===== config.mk =====
export PLATFORM = sky130hd
export DESIGN_NAME = clk_ratio_gen
export DESIGN_NICKNAME = d
export VERILOG_FILES = /design/src/rtl/clk_ratio_pkg.sv /design/src/rtl/clk_ratio_ctl.sv /design/src/rtl/clk_ratio_hcnt.sv /design/src/rtl/clk_ratio_pgen.sv /design/src/rtl/clk_ratio_gen.sv
export SDC_FILE = /design/constraint.sdc
export NUM_CORES = 1
export LEC_CHECK = 0
export ABC_AREA = 1
export BUFFER_PORTS_ARGS = -buffer_cell sky130_fd_sc_hd__buf_2
export CAP_MARGIN = 20
export CORE_ASPECT_RATIO = 1.2
export CORE_MARGIN = 2
export CORE_UTILIZATION = 60
export CTS_CLUSTER_SIZE = 20
export DETAILED_ROUTE_END_ITERATION = 10
export PLACE_DENSITY = 0.78
export SYNTH_ARGS = -nofsm -noshare
export SYNTH_HDL_FRONTEND = slang
export SYNTH_SLANG_ARGS = --single-unit

===== constraint.sdc =====
create_clock -name clk -period 3.6 [get_ports clk]
set_input_delay 0.18 -clock clk [delete_from_list [all_inputs] [get_ports clk]]
set_output_delay 0.18 -clock clk [all_outputs]
set_load 0.02 [all_outputs]

===== src/rtl/clk_ratio_pkg.sv =====
package clk_ratio_pkg;
  localparam int WORD_W = 5;

  typedef struct packed {
    logic       h3_half;
    logic       h4_half;
    logic [1:0] h_sel;
    logic       p_half;
  } ratio_t;

  function automatic int h_div_of(ratio_t r);
    case (r.h_sel)
      2'd0:    return 1;
      2'd1:    return 2;
      2'd2:    return r.h4_half ? 8 : 4;
      default: return r.h3_half ? 6 : 3;
    endcase
  endfunction

  function automatic logic fast_path(ratio_t cur, ratio_t nxt);
    int dc, dn;
    dc = h_div_of(cur);
    dn = h_div_of(nxt);
    return (dc == 1) && !cur.p_half && (((dn == 1) && nxt.p_half) || (dn == 2));
  endfunction

  function automatic int latency_of(ratio_t cur, ratio_t nxt);
    int dc;
    dc = h_div_of(cur);
    return fast_path(cur, nxt) ? dc : (3 * dc + 1) / 2;
  endfunction
endpackage


===== src/rtl/clk_ratio_ctl.sv =====
module clk_ratio_ctl
  import clk_ratio_pkg::*;
#(
  parameter int LAT_W = 5
) (
  input  logic   clk,
  input  logic   rst,
  input  logic   wr_en,
  input  ratio_t wr_word,
  input  logic   boundary,
  output ratio_t act_q,
  output ratio_t act_d,
  output logic   apply
);
  ratio_t             pend_q;
  logic               pend_vld;
  logic [LAT_W-1:0]   wait_q;

  assign apply = pend_vld && (wait_q == '0) && boundary && !wr_en;
  assign act_d = apply ? pend_q : act_q;

  always_ff @(posedge clk) begin
    if (rst) begin
      act_q    <= '0;
      pend_q   <= '0;
      pend_vld <= 1'b0;
      wait_q   <= '0;
    end else if (wr_en) begin
      pend_q   <= wr_word;
      pend_vld <= 1'b1;
      wait_q   <= LAT_W'(latency_of(act_q, wr_word) - 1);
    end else begin
      if (wait_q != '0) wait_q <= wait_q - LAT_W'(1);
      if (apply) begin
        act_q    <= pend_q;
        pend_vld <= 1'b0;
      end
    end
  end

  // a write edge leaves the active ratio as it was
  assert_write_holds_ratio_R8: assert property (@(posedge clk) disable iff (rst)
    wr_en |=> $stable(act_q));
endmodule


===== src/rtl/clk_ratio_hcnt.sv =====
module clk_ratio_hcnt #(
  parameter int CNT_W = 4
) (
  input  logic             clk,
  input  logic             rst,
  input  logic [CNT_W-1:0] act_div,
  input  logic [CNT_W-1:0] next_div,
  output logic             boundary,
  output logic             hclk_d,
  output logic             h_stb,
  output logic             h_clk
);
  logic [CNT_W-1:0] cnt_q;
  logic [CNT_W-1:0] cnt_d;
  logic [CNT_W-1:0] hi_len;

  assign boundary = (cnt_q == act_div - CNT_W'(1));
  assign cnt_d    = boundary ? '0 : cnt_q + CNT_W'(1);
  assign hi_len   = (next_div + CNT_W'(1)) >> 1;
  assign hclk_d   = (cnt_d < hi_len);

  always_ff @(posedge clk) begin
    if (rst) begin
      cnt_q <= '0;
      h_stb <= 1'b0;
      h_clk <= 1'b0;
    end else begin
      cnt_q <= cnt_d;
      h_stb <= boundary;
      h_clk <= hclk_d;
    end
  end

  // the phase counter never passes the active divider
  assert_cnt_in_range_R7: assert property (@(posedge clk) disable iff (rst)
    cnt_q < act_div);
  // the H square wave is high when the strobe fires
  assert_hstb_on_high_R9: assert property (@(posedge clk) disable iff (rst)
    h_stb |-> h_clk);
endmodule


===== src/rtl/clk_ratio_pgen.sv =====
module clk_ratio_pgen (
  input  logic clk,
  input  logic rst,
  input  logic boundary,
  input  logic apply,
  input  logic p_half_d,
  input  logic hclk_d,
  output logic p_stb,
  output logic p_clk
);
  logic ph_q;
  logic ph_d;

  always_comb begin
    if (apply)         ph_d = p_half_d;
    else if (boundary) ph_d = p_half_d & ~ph_q;
    else               ph_d = ph_q;
  end

  always_ff @(posedge clk) begin
    if (rst) begin
      ph_q  <= 1'b0;
      p_stb <= 1'b0;
      p_clk <= 1'b0;
    end else begin
      ph_q  <= ph_d;
      p_stb <= boundary & (apply | ~ph_q);
      p_clk <= p_half_d ? ph_d : hclk_d;
    end
  end

  // the P square wave is high when the P strobe fires
  assert_pstb_on_high_R9: assert property (@(posedge clk) disable iff (rst)
    p_stb |-> p_clk);
endmodule


===== src/rtl/clk_ratio_gen.sv =====
module clk_ratio_gen
  import clk_ratio_pkg::*;
#(
  parameter int CNT_W = 4,
  parameter int LAT_W = 5
) (
  input  logic              clk,
  input  logic              rst,
  input  logic              wr_en,
  input  logic [WORD_W-1:0] wr_data,
  output logic              h_stb,
  output logic              p_stb,
  output logic              h_clk,
  output logic              p_clk
);
  ratio_t           act_q;
  ratio_t           act_d;
  logic             apply;
  logic             boundary;
  logic             hclk_d;
  logic [CNT_W-1:0] act_div;
  logic [CNT_W-1:0] next_div;

  assign act_div  = CNT_W'(h_div_of(act_q));
  assign next_div = CNT_W'(h_div_of(act_d));

  clk_ratio_ctl #(.LAT_W(LAT_W)) u_ctl (
    .clk(clk), .rst(rst), .wr_en(wr_en), .wr_word(ratio_t'(wr_data)),
    .boundary(boundary), .act_q(act_q), .act_d(act_d), .apply(apply)
  );

  clk_ratio_hcnt #(.CNT_W(CNT_W)) u_hcnt (
    .clk(clk), .rst(rst), .act_div(act_div), .next_div(next_div),
    .boundary(boundary), .hclk_d(hclk_d), .h_stb(h_stb), .h_clk(h_clk)
  );

  clk_ratio_pgen u_pgen (
    .clk(clk), .rst(rst), .boundary(boundary), .apply(apply),
    .p_half_d(act_d.p_half), .hclk_d(hclk_d), .p_stb(p_stb), .p_clk(p_clk)
  );

  // a P period always starts on an H period start
  assert_p_on_h_R4: assert property (@(posedge clk) disable iff (rst)
    p_stb |-> h_stb);
  // a ratio switch restarts the P sequence at the next edge
  assert_switch_p_align_R10: assert property (@(posedge clk) disable iff (rst)
    apply |=> p_stb);
endmodule


### After elaboration in Yosys (flattened, before gate mapping)

Cells that the tools add are included.

* input bits: 8
* register bits after elaboration: 25
* logic and storage cells: 79
* output and inout bits: 4

* bitwise gates (word level): 5
* magnitude comparators: 1
* reduce and logical (&&, ||, !) cells: 16
* $mul: 1
* equal/unequal tests: 10
* add/sub/neg operators: 7
* multiplexer cells: 23

Operators by type and width (count)
* one-hot mux 32 bit (3 select lines): 2
* two-way mux 32 bit: 4
* == test 32 x 2 -> 1 bit, second input constant: 2
* adder 32 x 2 -> 32 bit, second input constant: 1
* == test 32 x 3 -> 1 bit, second input constant: 1
* multiplier 3 x 32 -> 32 bit, first input constant: 1
* two-way mux 5 bit: 4
* two-way mux 4 bit: 4
* one-hot mux 4 bit (3 select lines): 1
* two-way mux 3 bit: 3
* adder 4 x 1 -> 4 bit, second input constant: 2
* == test 2 x 1 -> 1 bit, second input constant: 3
* == test 2 bit, second input constant: 3
* logical AND 1 bit: 6
* zero test 2 bit: 3
* adder 5 x 1 -> 5 bit: 1
* zero test 5 bit: 1
* two-way mux 1 bit: 5
* nonzero test 5 bit: 1
* subtractor 5 x 1 -> 5 bit, second input constant: 1
* subtractor 5 x 2 -> 5 bit, second input constant: 1
* == test 4 bit: 1
* less-than comparator 4 x 3 -> 1 bit: 1
* nonzero test 2 bit: 2
* 6 further kinds: 9

### Depth between registers and ports, before layout

* word-level depth: 12
* mapped depth: 25
* mapped depth without buffers: 25

### Cells and area by module

A second synthesis with hierarchy kept.

* cells, all modules: 253
* area total of the unflattened synthesis: 1726.7 um2

By module, submodules not included
* clk_ratio_ctl: seq. area each 320.3 um2, times used 1, area each 1028.5 um2, cells an instance 139
* clk_ratio_hcnt: seq. area each 120.1 um2, times used 1, area each 450.4 um2, cells an instance 70
* clk_ratio_pgen: seq. area each 60.1 um2, times used 1, area each 142.6 um2, cells an instance 20
* clk_ratio_gen: seq. area each 0.0 um2, times used 1, area each 105.1 um2, cells an instance 24

### Least setup slack after synthesis

Ideal clock, no wire load.

* path kind: flip-flop to flip-flop
* start point: register, netlist name u_ctl.act_q[2]
* end point: register u_pgen.p_clk
* clock period less this slack: 2.809 ns
* stages on the path, launching flop included: 24
* buffers on the path: 0
* required time: 3.534 ns
* setup slack: 0.791 ns
* data arrival time: 2.743 ns
* library setup time: 0.066 ns
* cell sequence: dfxtp_1 nor2_2 inv_2 nand2_2 ha_1 xor2_1 nand3_2 nor2_8 nand3_4 nand2_1 nand2_1 clkinv_2 a21oi_1 a21oi_1 ha_1 inv_1 nand3_1 nand2_1 ha_1 nand2_1 nand2_1 nand2_1 nand2_1 a21oi_2

* cells in the longest elaborated chain, start to end: 12
* elaborated cells on any way between the ends: 22
* those cells by class: add/sub (2); order compare (1); eq/ne (5); mux (9); bitwise (1); reduce/logical (4)

RTL lines
* == test 2 bit (tied with other cells): line clk_ratio_pkg.sv:12 `case (r.h_sel)`
* one-hot mux 32 bit (3 select lines)
* subtractor 4 x 1 -> 4 bit: line clk_ratio_hcnt.sv:17 `assign boundary = (cnt_q == act_div - CNT_W'(1));`
* == test 4 bit: line clk_ratio_hcnt.sv:17
* logical AND 1 bit (2 in a row): line clk_ratio_ctl.sv:19 `assign apply = pend_vld && (wait_q == '0) && boundary && !wr_en;`
* two-way mux 5 bit: line clk_ratio_ctl.sv:20 `assign act_d = apply ? pend_q : act_q;`
* == test 2 bit (tied with other cells): line clk_ratio_pkg.sv:12
* one-hot mux 4 bit (3 select lines): line clk_ratio_pkg.sv:12
* adder 4 x 1 -> 4 bit: line clk_ratio_hcnt.sv:19 `assign hi_len = (next_div + CNT_W'(1)) >> 1;`
* less-than comparator 4 x 3 -> 1 bit: line clk_ratio_hcnt.sv:20 `assign hclk_d = (cnt_d < hi_len);`
* two-way mux 1 bit (*): line clk_ratio_pgen.sv:28 `p_clk <= p_half_d ? ph_d : hclk_d;`
* to (signal assigned): line clk_ratio_pgen.sv:28
* to (decl): line clk_ratio_pgen.sv:9 `output logic p_clk`

Every way passes the cells marked *; elsewhere a longest branch is shown, timed or not.
A chain may end at the register's enable or synchronous reset.

### Final worst setup path

* start point: register, netlist name u_ctl.act_q[1]
* end point: register u_pgen.p_clk

* cells in the longest elaborated chain, start to end: 12
* elaborated cells on any way between the ends: 22
* those cells by class: add/sub (2); order compare (1); eq/ne (5); mux (9); bitwise (1); reduce/logical (4)

RTL lines (line)
* == test 2 bit (tied with other cells): clk_ratio_pkg.sv:12
* one-hot mux 32 bit (3 select lines)
* subtractor 4 x 1 -> 4 bit: clk_ratio_hcnt.sv:17
* == test 4 bit: clk_ratio_hcnt.sv:17
* logical AND 1 bit (2 in a row): clk_ratio_ctl.sv:19
* two-way mux 5 bit: clk_ratio_ctl.sv:20
* == test 2 bit (tied with other cells): clk_ratio_pkg.sv:12
* one-hot mux 4 bit (3 select lines): clk_ratio_pkg.sv:12
* adder 4 x 1 -> 4 bit: clk_ratio_hcnt.sv:19
* less-than comparator 4 x 3 -> 1 bit: clk_ratio_hcnt.sv:20
* two-way mux 1 bit (*): clk_ratio_pgen.sv:28

Marked as above.

==> flow_summary.yaml <==
routing:
  drtPass1Iterations: 5
  drt-wirelength-per-cell_um: 11.6
  ant_nets: 0
  route.vias.total: 1447
  routed_wl_um: 3250
  vias_per_cell: 5.17
  drc: 0
  initialDrtViolationCount: 28
worst_setup_path:
  start_kind: "register"
  critical_path_class: "reg -> reg"
  cp_max_fo: 7
  crit_path_frequent_cell: "nand2_1"
  path_cells: "nor2_2, inv_2, nand2_2, ha_1, xor2_1, nand3_2, nor2_8, nand3_4, nand2_1, nand2_1, clkinv_2, a21oi_1, a21oi_1, ha_1, inv_1, nand3_1, nand2_1, ha_1, nand2_1, nand2_1, nand2_1, nand2_1, a21oi_2"
  reg2reg_from: "u_ctl.act_q[1]"
  max_stage_delay_ns: 0.50
  required_ns: 3.87
  startpoint: "u_ctl.act_q[1]"
  path_buf_inv: 3
  path_delay_family: "simple AND/OR/NAND/NOR gates"
  cp.arrival_ns: 3.37
  crit_slowest_cell: "dfxtp_1"
  cp-end-kind: "register"
placement:
  hpwl_um: 2610
  io_buffers: 11
  place.gp.congestion: 0.829
cts:
  clk_latency_ns: 0.32
  cts_tree: "built"
  cts_inserted_buffers: 3
  cts.sinks: 25
  cts_resized: 0
  cts.path.max_buffers: 2
  root_buffer: "clkbuf_4"
  cts_setup_buffers: 0
  h-tree-depth: 1
  clkSlewWorstSetupHoldPaths_ns: 0.14
  cts_hold_buf: 0
floorplan:
  die_h_um: 62.3
  coreArea_mm2: 0.00276
  die_w_um: 52.6
  rows: 21
  io_pins: 12
  die-area_mm2: 0.00328
  start_util_pct: 61.7
min_path:
  min_path_type: "in -> reg"
  hp-start: "wr_data[0]"
final_layout:
  diodes: 0
  fin_nets: 271
  fin_util_pct: 65.4
  layout-drive-gt1-share_pct: 16.7
  fillers: 285
  area_growth_pct: 6.03
logic_synthesis:
  synth_edf_count: 0
  ys_ff_latch: 25
  synth.area.top_cells: "dfxtp_1 (29%), ha_1 (11%), nand2_1 (9.0%)"
  synthTopCellsByCount: "nand2_1 (41), inv_1 (36), nor2_1 (29)"
  synth_flop_cell: "dfxtp_1"
  yosysWarningCount: 0
  yosys.area.top_type: "dfxtp_1"
  syn_avg_cell_area_um2: 7.21
  async_reset_ff_share_pct: 0
  synth_nets: 260
  yosysSeqAreaShare_pct: 29.4
  syn-cell-area_mm2: 0.00170
  yosysTopAreaCellShare_pct: 29.4
  synthDistinctLibCells: 36
  yosysMostFrequentCell: "nand2_1"
  syn_inst: 236
timing:
  rsz0062_at_grt: "no"
  setup-tns-final_ns: 0
  skew_ns: 0.00732
  period_share_pct: 86.0
  setup_viol: 0
  finalHoldViolCount: 0
  slew_headroom_pct: 73.4
  tightest_slew_ns: 0.399
  slew_viol_final: 0
  fmax_mhz: 323
  finalCriticalPeriod_ns: 3.10
power:
  p_comb_share_pct: 55.5
  ir_worst_vdd_mv: 0.510
  pwr_density_cell_mw_per_mm2: 610
  p_switching_uw: 510
  clkPwrFrac_pct: 11.7
  swShare_pct: 46.3
  intPower_uw: 591
  pwr-share-seq_pct: 32.8
  power_leakage_uw: 0.000928
flow_run:
  max_cap_viol_count: 0
global_route:
  grt_pass1_vias: 1350
  grt_pass1_wl_um: 5720
  grt_usage_pct: 22.4
  grt-ovfl-total: 0
  grt_max_degree: 20
  antenna_found_initial: 0
status:
  status: "completed"
## per-layer routing
| metal | GRT usage, % | wire length [um] | up-vias | part of all wire [%] |
|---|---|---|---|---|
| met5 | 0 | 0 | - | 0 |
| met4 | 5.45 | 25 | 0 | 0.77 |
| met3 | 2.88 | 53 | 4 | 1.6 |
| met2 | 38.4 | 1660 | 17 | 51 |
| met1 | 29.2 | 1510 | 650 | 46 |
| li1 | - | - | 776 | - |
## power groups by stage
stage                     Combinational [uW]  Sequential [uW]  Clock [uW]
after floorplan                          474              389           0
after detailed placement                 612              367           0
after global routing                     701              369         141
final                                    611              361         129
after global placement                   599              366           0
after CTS                                616              361         131
## path summary, 6_finish.rpt
kind	slack [ns]	depth (start not counted)	endpoint
worst max-delay path	0.50	23	u_pgen.p_clk
worst min-delay path	0.10	3	u_ctl.pend_q[0]
worst min register to register	0.48	2	u_ctl.pend_q[2]
worst max register to register	0.50	23	u_pgen.p_clk
## cell type report
| type | count | area (um^2) | share of cell area [%] |
|---|---|---|---|
| Clock buffer | 3 | 22.5 | 1.25 |
| Clock inverter | 1 | 7.51 | 0.416 |
| Inverter | 42 | 166 | 9.22 |
| Multi-Input combinational cell | 164 | 1010 | 56.0 |
| Sequential cell | 25 | 500 | 27.7 |
| Tap cell | 34 | 42.5 | 2.36 |
| Timing Repair Buffer | 11 | 55.1 | 3.05 |
## sequential cells by signal (all words and copies together) (netlist names)
name and count:
u_ctl.act_q 5, u_ctl.pend_q 5, u_ctl.pend_vld 1, u_ctl.wait_q 5, u_hcnt.cnt_q 4, u_hcnt.h_clk 1
u_hcnt.h_stb 1, u_pgen.p_clk 1, u_pgen.p_stb 1, u_pgen.ph_q 1
## cell families (layout without fill, tap and decap cells)
kind of cell	count (synthesis)	in the layout	synth area share (%)
and+or+nand+nor	119	119	35.9
buffers and inverters	47	57	11.2
DFF	25	25	29.4
AOI/OAI and AO/OA	23	23	8.16
adders and majority gates	16	16	12.2
xor gates and xnor gates	6	6	3.09
## metrics by stage
| step | worst slack, ns | std cells | instance area (um^2) | total power (uW) | hold slack (ns) |
|---|---|---|---|---|---|
| after global placement | 0.665 | 276 | 1770 | 966 | 0.442 |
| after detailed placement | 0.531 | 276 | 1770 | 979 | 0.455 |
| after global routing | 0.210 | 280 | 1800 | 1210 | 0.126 |
| after floorplan | 0.791 | 236 | 1700 | 863 | 0.315 |
| after CTS | 0.500 | 280 | 1800 | 1110 | 0.102 |
| final | 0.504 | 280 | 1800 | 1100 | 0.102 |
## cell usage in the layout, fill, tap and decap left out, types with 3 or more instances in the layout
cell      instances
nand2_1          41
inv_1            36
nor2_1           29
dfxtp_1          25
nand3_1          17
ha_1             15
buf_2            11
a21oi_1           9
nand4_1           6
o21ai_0           5
nor3_1            5
nand2_2           4
nand3_2           4
xor2_1            4
a211oi_1          4
inv_2             3
nand2_4           3
clkbuf_4          3
## worst register-to-register path, cell delays in order, from the launching register on
cell and delay, ns:
dfxtp_1 0.50, nor2_2 0.09, inv_2 0.09, nand2_2 0.07, ha_1 0.31, xor2_1 0.18
nand3_2 0.14, nor2_8 0.15, nand3_4 0.12, nand2_1 0.08, nand2_1 0.07, clkinv_2 0.08
a21oi_1 0.07, a21oi_1 0.13, ha_1 0.18, inv_1 0.05, nand3_1 0.07, nand2_1 0.06
ha_1 0.26, nand2_1 0.06, nand2_1 0.04, nand2_1 0.05, nand2_1 0.07, a21oi_2 0.11
(Power assumes the default switching activity.)
